**src/rtl/bseq_pkg.sv**
```systemverilog
`timescale 1ns/1ps
package bseq_pkg;

    typedef enum logic [1:0] {
        ST_DESEL = 2'd0,
        ST_RD    = 2'd1,
        ST_WR    = 2'd2
    } burst_state_e;

    typedef enum logic [2:0] {
        CY_HOLD    = 3'd0,
        CY_DESEL   = 3'd1,
        CY_LOAD_RD = 3'd2,
        CY_LOAD_WR = 3'd3,
        CY_CONT    = 3'd4
    } cycle_kind_e;

endpackage

```
**src/rtl/bseq_classify.sv**
```systemverilog
`timescale 1ns/1ps
module bseq_classify
    import bseq_pkg::*;
(
    input  logic        hold_i,
    input  logic        adv_i,
    input  logic        sel_a_n_i,
    input  logic        sel_b_i,
    input  logic        sel_c_n_i,
    input  logic        rd_wr_i,
    output cycle_kind_e kind_o
);

    logic selected;

    assign selected = !sel_a_n_i && sel_b_i && !sel_c_n_i;

    // Hold wins over everything; advance wins over the load-side inputs.
    always_comb begin
        if (hold_i) begin
            kind_o = CY_HOLD;
        end else if (adv_i) begin
            kind_o = CY_CONT;
        end else if (!selected) begin
            kind_o = CY_DESEL;
        end else if (rd_wr_i) begin
            kind_o = CY_LOAD_RD;
        end else begin
            kind_o = CY_LOAD_WR;
        end
    end

endmodule

```
**src/rtl/bseq_burst_ctr.sv**
```systemverilog
`timescale 1ns/1ps
module bseq_burst_ctr
    import bseq_pkg::*;
#(
    parameter int CNT_W = 2
) (
    input  logic             clk,
    input  logic             rst,
    input  cycle_kind_e      kind_i,
    input  logic [CNT_W-1:0] start_i,
    input  logic             ilv_i,
    output logic [CNT_W-1:0] low_o
);

    localparam logic [CNT_W-1:0] ONE = CNT_W'(1);

    logic [CNT_W-1:0] base_q;
    logic [CNT_W-1:0] cnt_q;
    logic [CNT_W-1:0] step;
    logic [CNT_W-1:0] lin_low;
    logic [CNT_W-1:0] ilv_low;

    assign step    = cnt_q + ONE;
    assign lin_low = base_q + step;

    // Interleaved order: each low bit toggles against the step count.
    for (genvar g = 0; g < CNT_W; g++) begin : g_ilv
        assign ilv_low[g] = base_q[g] ^ step[g];
    end

    always_comb begin
        if (kind_i == CY_CONT) begin
            low_o = ilv_i ? ilv_low : lin_low;
        end else begin
            low_o = start_i;
        end
    end

    always_ff @(posedge clk) begin
        if (rst) begin
            base_q <= '0;
            cnt_q  <= '0;
        end else begin
            unique case (kind_i)
                CY_LOAD_RD, CY_LOAD_WR: begin
                    base_q <= start_i;
                    cnt_q  <= '0;
                end
                CY_CONT: begin
                    cnt_q <= step;
                end
                default: begin
                    base_q <= base_q;
                    cnt_q  <= cnt_q;
                end
            endcase
        end
    end

endmodule

```
**src/rtl/bseq_cmd_reg.sv**
```systemverilog
`timescale 1ns/1ps
module bseq_cmd_reg #(
    parameter int ADDR_W = 19,
    parameter int NBYTE  = 2
) (
    input  logic              clk,
    input  logic              rst,
    input  logic              freeze_i,
    input  logic              valid_d,
    input  logic              write_d,
    input  logic [ADDR_W-1:0] addr_d,
    input  logic [NBYTE-1:0]  mask_d,
    output logic              valid_q,
    output logic              write_q,
    output logic [ADDR_W-1:0] addr_q,
    output logic [NBYTE-1:0]  mask_q
);

    always_ff @(posedge clk) begin
        if (rst) begin
            valid_q <= 1'b0;
            write_q <= 1'b0;
            addr_q  <= '0;
            mask_q  <= '0;
        end else if (freeze_i) begin
            // Fields keep their value, but nothing is issued twice.
            valid_q <= 1'b0;
        end else begin
            valid_q <= valid_d;
            write_q <= write_d;
            addr_q  <= addr_d;
            mask_q  <= mask_d;
        end
    end

endmodule

```
**src/rtl/bseq_top.sv**
```systemverilog
`timescale 1ns/1ps
module bseq_top
    import bseq_pkg::*;
#(
    parameter int ADDR_W = 19,
    parameter int NBYTE  = 2,
    parameter int CNT_W  = 2
) (
    input  logic              clk,
    input  logic              rst,
    input  logic              hold_i,
    input  logic              adv_i,
    input  logic [ADDR_W-1:0] addr_i,
    input  logic              sel_a_n_i,
    input  logic              sel_b_i,
    input  logic              sel_c_n_i,
    input  logic              rd_wr_i,
    input  logic [NBYTE-1:0]  bwe_n_i,
    input  logic              ilv_i,
    output logic              cmd_valid_o,
    output logic              cmd_write_o,
    output logic [ADDR_W-1:0] cmd_addr_o,
    output logic [NBYTE-1:0]  cmd_mask_o
);

    localparam int HI_W = ADDR_W - CNT_W;

    cycle_kind_e      kind;
    burst_state_e     state_q;
    burst_state_e     state_d;
    logic [HI_W-1:0]  hi_q;
    logic [CNT_W-1:0] low;
    logic [NBYTE-1:0] byte_en;
    logic             valid_d;
    logic             write_d;
    logic [ADDR_W-1:0] addr_d;
    logic [NBYTE-1:0] mask_d;

    assign byte_en = ~bwe_n_i;

    bseq_classify u_classify (
        .hold_i    (hold_i),
        .adv_i     (adv_i),
        .sel_a_n_i (sel_a_n_i),
        .sel_b_i   (sel_b_i),
        .sel_c_n_i (sel_c_n_i),
        .rd_wr_i   (rd_wr_i),
        .kind_o    (kind)
    );

    bseq_burst_ctr #(.CNT_W(CNT_W)) u_ctr (
        .clk     (clk),
        .rst     (rst),
        .kind_i  (kind),
        .start_i (addr_i[CNT_W-1:0]),
        .ilv_i   (ilv_i),
        .low_o   (low)
    );

    // Next-state selection.
    always_comb begin
        unique case (kind)
            CY_DESEL:   state_d = ST_DESEL;
            CY_LOAD_RD: state_d = ST_RD;
            CY_LOAD_WR: state_d = ST_WR;
            default:    state_d = state_q;
        endcase
    end

    // State register, together with the latched upper address of the burst.
    always_ff @(posedge clk) begin
        if (rst) begin
            state_q <= ST_DESEL;
            hi_q    <= '0;
        end else begin
            state_q <= state_d;
            if (kind == CY_LOAD_RD || kind == CY_LOAD_WR) begin
                hi_q <= addr_i[ADDR_W-1:CNT_W];
            end
        end
    end

    // Command that the current cycle issues.
    always_comb begin
        valid_d = 1'b0;
        write_d = 1'b0;
        mask_d  = '0;
        addr_d  = {(kind == CY_CONT) ? hi_q : addr_i[ADDR_W-1:CNT_W], low};
        unique case (kind)
            CY_LOAD_RD: begin
                valid_d = 1'b1;
            end
            CY_LOAD_WR: begin
                valid_d = |byte_en;
                write_d = 1'b1;
                mask_d  = byte_en;
            end
            CY_CONT: begin
                unique case (state_q)
                    ST_RD: begin
                        valid_d = 1'b1;
                    end
                    ST_WR: begin
                        valid_d = |byte_en;
                        write_d = 1'b1;
                        mask_d  = byte_en;
                    end
                    default: begin
                        valid_d = 1'b0;
                    end
                endcase
            end
            default: begin
                valid_d = 1'b0;
            end
        endcase
    end

    bseq_cmd_reg #(.ADDR_W(ADDR_W), .NBYTE(NBYTE)) u_cmd (
        .clk      (clk),
        .rst      (rst),
        .freeze_i (hold_i),
        .valid_d  (valid_d),
        .write_d  (write_d),
        .addr_d   (addr_d),
        .mask_d   (mask_d),
        .valid_q  (cmd_valid_o),
        .write_q  (cmd_write_o),
        .addr_q   (cmd_addr_o),
        .mask_q   (cmd_mask_o)
    );

endmodule

```
**config.mk**
```make
export PLATFORM = sky130hd
export DESIGN_NAME = bseq_top
export DESIGN_NICKNAME = d
export VERILOG_FILES = /design/src/rtl/bseq_pkg.sv /design/src/rtl/bseq_classify.sv /design/src/rtl/bseq_burst_ctr.sv /design/src/rtl/bseq_cmd_reg.sv /design/src/rtl/bseq_top.sv
export SDC_FILE = /design/constraint.sdc
export NUM_CORES = 1
export LEC_CHECK = 0
export BUFFER_PORTS_ARGS = -buffer_cell sky130_fd_sc_hd__buf_2
export CAP_MARGIN = 20
export CORE_UTILIZATION = 45
export CTS_BUF_LIST = sky130_fd_sc_hd__clkbuf_8
export CTS_CLUSTER_DIAMETER = 40
export DETAILED_ROUTE_END_ITERATION = 8
export HOLD_SLACK_MARGIN = 0.05
export PLACE_DENSITY = 0.69
export SLEW_MARGIN = 5
export SYNTH_ARGS = -nofsm -noshare
export SYNTH_HDL_FRONTEND = slang
export SYNTH_SLANG_ARGS = --single-unit
```
**constraint.sdc**
```tcl
create_clock -name clk -period 3.7 [get_ports clk]
set_input_delay 0.74 -clock clk [delete_from_list [all_inputs] [get_ports clk]]
set_output_delay 0.74 -clock clk [all_outputs]
set_load 0.005 [all_outputs]
```
==> results by group, run 1 <==
Layout
  – Fin nets: 300
  – P&R area growth vs syn: 16.5%
  – Layout cell share with drive strength beyond 1: about 30%
  – # diodes: 0
  – Fillers: about 410

Worst setup path
  – Crit-path cells: buf_2, or2_1, o21ai_0, a211oi_1
  – Critical Path End Type: flip-flop
  – Worst EP arrival: 2.45 ns
  – Crit Reg-Reg Endpoint: u_cmd.valid_q$_SDFF_PP0_
  – FF-to-FF path depth: 5
  – Required time of the worst setup path: 3.91 ns
  – Max incr delay on CP: 0.72 ns
  – Slowest cell on crit path: or2_1
  – Critical Setup Path Class: input pin to flip-flop
  – R2r startpoint: state_q[0]$_SDFFE_PP0P_
  – CP max FO: 30
  – CP startpoint kind: input pin
  – FF-to-FF setup slack: 2.26 ns

Yosys
  – Syn_nets: 259
  – Async S/R FF share, synth: 0%
  – #FFs+latches synth: 46
  – Synth Instances: 226
  – Complex-gate fraction of the synthesized area: about 16%
  – Syn avg cell area: 9.19 sq um
  – Synth Area in Simple Gates: roughly an eighth
  – EDFF count, synth: 0
  – Post-Synth XOR/XNOR Area: 1.51%
  – Largest family of logic cells by synthesized area: multiplexers
  – Sequential element share of the synthesized area: 44.3%
  – Mapped Area: 0.00208 sq mm
  – Yosys warnings: 0
  – Synth cell types: 32
  – Main flop type after synthesis: dfxtp_1
  – Post-Synth Adder-Cell Area: 1.81%
  – Post-synthesis mux area share: between 10% and 20%

Global routing
  – Global-route wire length before repair: 7250 microns
  – Vias in the first global route: 1511
  – Gr ovfl total: 0
  – Initial antenna violation count: 0
  – GRT Total Usage: about 18%
  – Pin count of the biggest net entering global routing: about 50

Job
  – Max-Cap Viols: 0

Drt
  – Avg Vias per Cell: 5.44
  – Iter 0 DRT Violations: between 100 and 150
  – Avg WL per Cell: 13.8 microns
  – Post-route ant nets: 0
  – Highest routed layer: met4
  – Wire length on met3: 188 microns
  – Initial DRT Pass Iterations: 4
  – DR vias: 1740
  – Routed WL: 4410 microns
  – Residual DRC: 0
  – WL met2: 1980 microns
  – Routed length on met1: ~2200 microns

Die
  – IO Pins: 53
  – Starting density of the core: a little under half
  – Die Ht: 69.9 microns
  – Core Region: 0.00438 sq mm
  – Die area: 0.00489 sq mm
  – Die W: 69.9 microns
  – Row count: 24

Clock network
  – # Post-CTS Setup Buffers: 0
  – CTS H-tree depth: 2
  – Clk pin slew, worst setup/hold paths: 0.08 ns
  – CTS buffer count: 5
  – Post-CTS Hold Buffers: 0
  – Root Driver: clkbuf_8
  – Clk_lat worst skew: 0.29 ns
  – CTS tree: yes
  – CTS resizes: 0
  – CTS sink count: 46
  – Clock tree buffer depth: 2

Worst hold path
  – Worst hold path type: flip-flop to flip-flop
  – WHS Endpoint: hi_q[11]$_SDFFE_PP0P_
  – Critical hold path startpoint: hi_q[11]$_SDFFE_PP0P_
  – Hold path depth: 2

Power
  – Worst vdd ir: 0.181 mV
  – Lkg Pwr: 1.04 nW
  – PwrDens: 386 mW/mm^2

STA
  – Final period utilization: 60.4%
  – Hold slack: between 0.4 and 0.5 ns
  – F_max: 447 MHz
  – Total negative setup slack: 0 ns
  – Worst slew pin tran: ~0.89 ns
  – Skew final: just over 0.0009 ns
  – Relative slew slack: 40.9%
  – Final WS setup: 1.46 ns
  – Hold Vio Cnt, Final: 0
  – Final slew viol count: 0
  – Unrepaired setup endpoints after global routing: false
  – Min cycle time layout: 2.24 ns
  – Endpoints failing setup: 0

Place
  – IO buf count: 52
  – Detailed-placement wirelength estimate: approximately 2700 microns
  – Post-Place Setup Slack: ~1.2 ns
  – GP Congestion: 0.695

Status
  – Outcome: completed
## state kept, by name, indices dropped and copies added, names as in the netlist
signal	flops
state_q	2
u_ctr.cnt_q	2
u_cmd.mask_q	2
hi_q	17
u_cmd.valid_q	1
u_ctr.base_q	2
u_cmd.addr_q	19
u_cmd.write_q	1
## cell usage in the layout, fill, tap and decap left out, drive strengths merged
master	instances
a2111oi	1
a211oi	1
a21boi	1
a21o	1
a21oi	26
a22oi	1
a31oi	1
a32oi	2
buf	54
clkbuf	6
clkinv	1
dfxtp	46
ha	3
inv	6
mux2	18
mux2i	18
nand2	4
nand2b	1
nand3	20
nor2	22
nor2b	2
nor3b	1
nor4b	1
o211ai	3
o21ai	20
o31ai	1
or2	1
or3	1
or3b	1
or4	2
xnor3	1
xor2	1
## stage by stage
stage	power, mW	std cells	instance area (sq um)	util (%)
3_5_place_dp	0.636	312	2330	53.1
3_3_place_gp	0.635	312	2330	53.1
2_1_floorplan	0.597	226	2080	-
5_1_grt	0.983	320	2420	55.2
6_report	0.935	320	2420	55.2
4_1_cts	0.946	320	2420	55.2
## cells in the mapped netlist, drive strengths merged (2+ instances only)
cell type | instances | share of area (%)
nand3 | 20 | 4.8
mux2i | 18 | 8.7
ha | 3 | 1.8
mux2 | 18 | 9.8
nor2b | 2 | 0.60
nand2 | 4 | 0.72
o211ai | 3 | 1.1
dfxtp | 46 | 44
or4 | 2 | 0.72
clkbuf | 15 | 2.7
o21ai | 20 | 4.8
a21oi | 26 | 6.3
buf | 5 | 1.8
nor2 | 22 | 4.0
a32oi | 2 | 0.84
inv | 5 | 0.90
## worst max-delay path: cells and delay by family
family,cells,cell delay [ns]
and+or+nand+nor,1,0.72
buffers and inverters,1,0.57
AOI/OAI and AO/OA,2,0.41
## report_power, final
part / internal [mW] / total, mW / leakage (nW) / switching, mW
Sequential: 0.508 / 0.515 / 0.373 / 0.00659
Clock: 0.148 / 0.311 / 0.0524 / 0.163
Combinational: 0.0492 / 0.110 / 0.616 / 0.0603
## metal layers
metal / GRT usage (%) / vias up
li1: - / 883
met5: 0 / -
met3: 4.47 / 6
met2: 27.7 / 44
met4: 6.00 / 0
met1: 25.8 / 807
## worst max path at each step
stage / end / from / cells after the start / slack [ns]
4_1_cts: u_ctr.cnt_q[1]$_SDFFE_PP0P_ / hold_i / 4 / 1.48
2_1_floorplan: u_cmd.mask_q[0]$_SDFFE_PP0N_ / adv_i / 5 / 1.89
5_1_grt: u_ctr.cnt_q[1]$_SDFFE_PP0P_ / hold_i / 4 / 1.32
6_report: u_ctr.cnt_q[1]$_SDFFE_PP0P_ / hold_i / 4 / 1.46
3_3_place_gp: u_ctr.cnt_q[1]$_SDFFE_PP0P_ / hold_i / 4 / 1.19
3_5_place_dp: u_ctr.cnt_q[1]$_SDFFE_PP0P_ / hold_i / 4 / 1.17
## kinds of logic after synthesis
kind of cell               after synthesis
xor gates and xnor gates                 2
and+or+nand+nor                         56
DFF                                     46
buffers and inverters                   25
adders and majority gates                3
AOI/OAI and AO/OA                       58
muxes                                   36
## final cells by class
| class | count | area [sq um] | share of cell area (%) |
|---|---|---|---|
| clock buffers | 6 | 82.6 | 3.41 |
| clock inverters | 2 | 8.76 | 0.362 |
| flip-flops and latches | 46 | 921 | 38.1 |
| repair buffers | 54 | 275 | 11.4 |
| well taps | 52 | 65.1 | 2.69 |
| inverters | 5 | 18.8 | 0.776 |
| multi-input cells | 155 | 1050 | 43.3 |
Note: power is estimated with default switching activity, not from simulation.
==> run 2, diff against run 1 <==
==> constraint.sdc (replaced) <==
create_clock -name clk -period 2.3 [get_ports clk]
set_input_delay 0.46 -clock clk [delete_from_list [all_inputs] [get_ports clk]]
set_output_delay 0.46 -clock clk [all_outputs]
set_load 0.005 [all_outputs]
==> run 2 against run 1 <==
  * Wire length up 0.86%
  * Sequential power up 61%
  * Largest power group unchanged
  * Flip-flop and latch count stayed put
  * Hold slack worse by 0.056 ns
  * Die area unchanged
  * Clock skew rose by 0.0057 ns
  * Via count rose by 1.7%
  * Critical endpoint is now u_cmd.valid_q$_SDFF_PP0_
  * Combinational power up 66%
==> results by group, run 2 (synthesis gave the netlist of run 1 again) <==
Global routing
  – Global-route wire length before repair: 7470 microns
  – Pin count of the biggest net entering global routing: 26
  – Vias in the first global route: 1605
  – GRT Total Usage: 18.8%
  – Gr ovfl total: 0
  – Initial antenna violation count: 0

Drt
  – Initial DRT Pass Iterations: 4
  – Iter 0 DRT Violations: 144
  – DR vias: 1770
  – Post-route ant nets: 0
  – Avg Vias per Cell: between 5 and 6
  – Routed WL: 4440 microns
  – Residual DRC: 0
  – Avg WL per Cell: roughly 14 microns

Place
  – IO buf count: 52
  – Dpl cells: 318
  – Detailed-placement wirelength estimate: 3030 microns
  – Post-Place Setup Slack: 0.485 ns
  – GP Congestion: 0.726

Worst setup path
  – FF-to-FF path depth: 4
  – CP startpoint kind: input pin
  – Required time of the worst setup path: roughly 2.5 ns
  – Worst EP arrival: approximately 1.7 ns
  – Critical Path End Type: flip-flop
  – Critical Setup Path Class: input pin to flip-flop
  – Max incr delay on CP: 0.36 ns
  – Slowest cell on crit path: a2111oi_0
  – CP max FO: 14
  – Crit-path cells: buf_2, buf_4, nor2b_1, o211ai_1, a2111oi_0

Clock network
  – Clock tree buffer depth: 2
  – Clk pin slew, worst setup/hold paths: 0.08 ns
  – CTS H-tree depth: 2
  – # Post-CTS Setup Buffers: 0
  – CTS resizes: 0
  – Root Driver: clkbuf_8
  – CTS sink count: 46
  – CTS buffer count: 5
  – Clk_lat worst skew: 0.29 ns
  – Post-CTS Hold Buffers: 0
  – CTS tree: yes

STA
  – Skew final: 0.00667 ns
  – Hold Vio Cnt, Final: 0
  – Worst slew pin tran: between 0.4 and 0.5 ns
  – Relative slew slack: 68.9%
  – Final WS setup: 0.794 ns
  – Unrepaired setup endpoints after global routing: false
  – Final slew viol count: 0
  – Min cycle time layout: 1.51 ns
  – Endpoints failing setup: 0
  – Final period utilization: 65.5%
  – F_max: around 660 MHz
  – Total negative setup slack: 0 ns

Die
  – IO Pins: 53
  – Die area: 0.00489 sq mm
  – Die W: 69.9 microns
  – Core Region: 0.00438 sq mm
  – Die Ht: between 60 and 70 microns
  – Row count: 24
  – Starting density of the core: 47.4%

Power
  – Worst vdd ir: 0.370 mV
  – Overall Power: 1.47 mW
  – Lkg Pwr: 1.06 nW
  – PwrDens: 600 mW/mm^2

Layout
  – Layout cell share with drive strength beyond 1: 30.8%
  – Largest Register: u_cmd.addr_q
  – Non-filler cells, final: between 300 and 400
  – Fin nets: around 310
  – Commonest non-fill, non-tap cell in the layout: buf_2
  – P&R area growth vs syn: 18.0%
  – Max FFs per register: 19
  – Highest-count cells in the layout ignoring fill and taps: buf_2 (52), dfxtp_1 (46), a21oi_1 (26), nor2_1 (22)
  – Regs by FF count: u_cmd.addr_q x19, hi_q x17
  – # diodes: 0

Worst hold path
  – Worst hold path type: input pin to flip-flop
  – Hold path depth: 3

Job
  – Max-Cap Viols: 0

Status
  – Outcome: completed
-- run 2: cell types whose count changed in the layout (fill, tap and decap cells not counted) --
cell | before | now
clkbuf_8 | 6 | 5
inv_1 | 6 | 7
clkinv_2 | 1 | 0
buf_4 | 2 | 8
-- run 2: through the flow --
stage	util (%)	hold WS, ns	cell area [sq um]
2_1_floorplan	-	0.449	2080
3_3_place_gp	54.1	0.456	2370
3_5_place_dp	54.1	0.466	2370
4_1_cts	55.9	0.418	2450
5_1_grt	55.9	0.422	2450
6_report	55.9	0.419	2450
-- run 2: area by class of cell --
class / count / area (sq um)
Inverter: 5 / 18.8
Fill cell: 428 / 1930
Multi-Input combinational cell: 155 / 1050
Sequential cell: 46 / 921
Timing Repair Buffer: 60 / 320
Clock buffer: 5 / 68.8
Clock inverter: 2 / 7.51
Tap cell: 52 / 65.1
-- run 2: power breakdown --
part	switching, mW	leakage (nW)	internal, mW
sequential	0.0107	0.373	0.817
clock	0.257	0.0466	0.201
combinational	0.0977	0.644	0.0850
total	0.366	1.06	1.10
-- run 2: path summary, 6_finish.rpt --
check                     startpoint                       end  slack, ns
min                        addr_i[6]      hi_q[4]$_SDFFE_PP0P_       0.42
min reg2reg    hi_q[12]$_SDFFE_PP0P_     hi_q[12]$_SDFFE_PP0P_       0.48
max reg2reg  state_q[1]$_SDFFE_PP0P_  u_cmd.valid_q$_SDFF_PP0_       0.89
max                           hold_i  u_cmd.valid_q$_SDFF_PP0_       0.79
-- run 2: metal layers --
metal / wire length [microns] / vias to the layer above / track usage (%)
met2: 2050 / 33 / 29.4
met3: 163 / 4 / 4.91
met5: 0 / - / 0
met4: 41 / 0 / 5.33
li1: - / 891 / -
met1: 2190 / 842 / 25.7
-- run 2: critical path: cells and delay by family --
kind / cells / cell delay [ns]
compound gates: 2 / 0.50
buf+inv: 2 / 0.44
simple gates: 1 / 0.29
==> run 3, diff against run 2 <==
--- a/config.mk
+++ b/config.mk
@@ -12,7 +12,7 @@
 export CTS_CLUSTER_DIAMETER = 40
 export DETAILED_ROUTE_END_ITERATION = 8
 export HOLD_SLACK_MARGIN = 0.05
-export PLACE_DENSITY = 0.69
+export PLACE_DENSITY = 0.72
 export SLEW_MARGIN = 5
 export SYNTH_ARGS = -nofsm -noshare
 export SYNTH_HDL_FRONTEND = slang
==> constraint.sdc (replaced) <==
create_clock -name clk -period 1.24 [get_ports clk]
set_input_delay 0.248 -clock clk [delete_from_list [all_inputs] [get_ports clk]]
set_output_delay 0.248 -clock clk [all_outputs]
set_load 0.005 [all_outputs]
==> run 3 against run 2 <==
  * Core utilization increased by 4.2 points
  * Clock skew about the same
  * Die area unchanged
  * Wire length increased by 7.8%
  * Worst setup slack got worse by 0.76 ns
  * Sequential power increased by 85%
  * Register-to-register slack got worse by 0.86 ns
  * Non-clock buffer count increased by 16
  * Count of clock-buffer cells in the layout increased by 1
==> results by group, run 3 (synthesis gave the netlist of run 1 again) <==
Status
  – Outcome: completed

Global routing
  – Initial antenna violation count: 0
  – Gr ovfl total: 0
  – Vias in the first global route: 1817
  – Global-route wire length before repair: approximately 8000 microns
  – GRT Total Usage: between 20% and 30%
  – Pin count of the biggest net entering global routing: 21

Worst setup path
  – Crit-path cells: ha_4, a21boi_2, o211ai_1, a2111oi_1
  – Critical Path End Type: flip-flop
  – Worst EP arrival: ~1.4 ns
  – Required time of the worst setup path: 1.43 ns
  – Critical Setup Path Class: flip-flop to flip-flop
  – CP startpoint kind: flip-flop
  – Max incr delay on CP: between 0.3 and 0.4 ns
  – CP max FO: 2
  – Slowest cell on crit path: dfxtp_2

STA
  – Unrepaired setup endpoints after global routing: true
  – Final period utilization: 97.5%
  – Hold Vio Cnt, Final: 0
  – F_max: 827 MHz
  – Endpoints failing setup: 0
  – Min cycle time layout: 1.21 ns
  – Final WS setup: 0.0310 ns
  – Final slew viol count: 0
  – Worst slew pin tran: about 0.29 ns
  – Skew final: 0.00628 ns
  – Relative slew slack: 80.5%
  – Total negative setup slack: 0 ns

Layout
  – Largest Register: u_cmd.addr_q
  – Fin nets: roughly 320
  – P&R area growth vs syn: 26.7%
  – Commonest non-fill, non-tap cell in the layout: buf_2
  – # diodes: 0
  – Regs by FF count: u_cmd.addr_q x19, hi_q x17
  – Final core occ: roughly three fifths
  – Non-filler cells, final: around 340
  – Max FFs per register: 19
  – Highest-count cells in the layout ignoring fill and taps: buf_2 (52), dfxtp_1 (42), a21oi_1 (26), nor2_1 (22), buf_4 (22)
  – Layout cell share with drive strength beyond 1: 38.6%

Power
  – Lkg Pwr: 1.16 nW
  – PwrDens: 1080 mW/mm^2
  – Worst vdd ir: ~0.57 mV
  – Clock share of power: between 30% and 40%
  – P_sw: 0.697 mW
  – Combinational Power Share: a little over an eighth
  – Overall Power: between 2 and 3 mW
  – Switching Share: 24.5%
  – Power Internal: 2.15 mW
  – Seq pwr share: a little over half

Job
  – Max-Cap Viols: 0

Clock network
  – Clock tree buffer depth: 2
  – CTS tree: yes
  – CTS buffer count: 5
  – Root Driver: clkbuf_8
  – Clk pin slew, worst setup/hold paths: ~0.08 ns
  – Post-CTS Hold Buffers: 0
  – CTS H-tree depth: 2
  – CTS sink count: 46
  – Clk_lat worst skew: ~0.29 ns

Place
  – IO buf count: 52
  – Detailed-placement wirelength estimate: 3320 microns
  – GP Congestion: around 0.79
  – Post-Place Setup Slack: -0.149 ns
  – Dpl cells: between 300 and 400

Worst hold path
  – Worst hold path type: input pin to flip-flop

Die
  – Row count: 24
  – Starting density of the core: 47.4%
  – Die Ht: 69.9 microns
  – IO Pins: 53
  – Die W: about 70 microns
  – Core Region: 0.00438 sq mm
  – Die area: roughly 0.0049 sq mm

Drt
  – Initial DRT Pass Iterations: 4
  – Routed WL: 4790 microns
  – Avg Vias per Cell: 5.34
  – DR vias: 1825
  – Post-route ant nets: 0
  – Residual DRC: 0
  – Iter 0 DRT Violations: 75
  – Avg WL per Cell: between 10 and 15 microns
run 3: changes by cell type in the layout (fill, tap and decap cells not counted), sizes merged:
cell / change
buf: +16
clkbuf: +1
clkinv: +1
inv: -1
run 3: worst paths after layout:
path	start	endpoint	slack, ns	depth (start not counted)
max reg2reg	state_q[1]$_SDFFE_PP0P_	u_cmd.valid_q$_SDFF_PP0_	0.03	4
min	addr_i[3]	hi_q[1]$_SDFFE_PP0P_	0.21	3
min reg2reg	hi_q[13]$_SDFFE_PP0P_	hi_q[13]$_SDFFE_PP0P_	0.48	2
max	state_q[1]$_SDFFE_PP0P_	u_cmd.valid_q$_SDFF_PP0_	0.03	4
run 3: layout make-up:
type | count | area [sq um]
sequential | 46 | 926
fill | 406 | 1750
timing repair buffer | 76 | 457
inverter | 5 | 18.8
multi-input combinational | 155 | 1070
clock buffer | 6 | 82.6
tap | 52 | 65.1
clock inverter | 2 | 8.76
run 3: worst max-delay path: cells and delay by family, from the launching register on:
| family | cells | cell delay [ns] |
|---|---|---|
| AO/OA/AOI/OAI | 3 | 0.59 |
| adder cells (fa/ha/maj) | 1 | 0.14 |
| flip-flops | 1 | 0.38 |
run 3: per-layer routing:
metal / GRT usage (%) / vias to the layer above / part of all wire, %
met4: 10.0 / 0 / 1.9
met2: 33.1 / 43 / 48
li1: - / 932 / -
met5: 0 / - / 0
met1: 27.2 / 843 / 46
met3: 5.48 / 7 / 4.3
run 3: what timing repair did:
item / 4_1_cts / 5_1_grt
setup endpoints to repair: 1 / 3
pin swaps: 3 / 7
buffers inserted: 2 / 0
gates resized for setup: 7 / 7
cloned: 0 / 0
run 3: metrics by stage:
stage,hold WS [ns],instance area [sq um]
after global routing,0.208,2630
after floorplan,0.338,2080
after CTS,0.197,2620
final,0.208,2630
after global placement,0.458,2490
after detailed placement,0.465,2490
run 3: power groups by stage:
stage               logic, mW  registers, mW  clock network (mW)
finish                  0.387           1.53               0.925
global route            0.425           1.54                1.01
CTS                     0.386           1.54               0.959
detailed placement      0.381           1.57                   0
global placement        0.376           1.57                   0
floorplan               0.209           1.57                   0
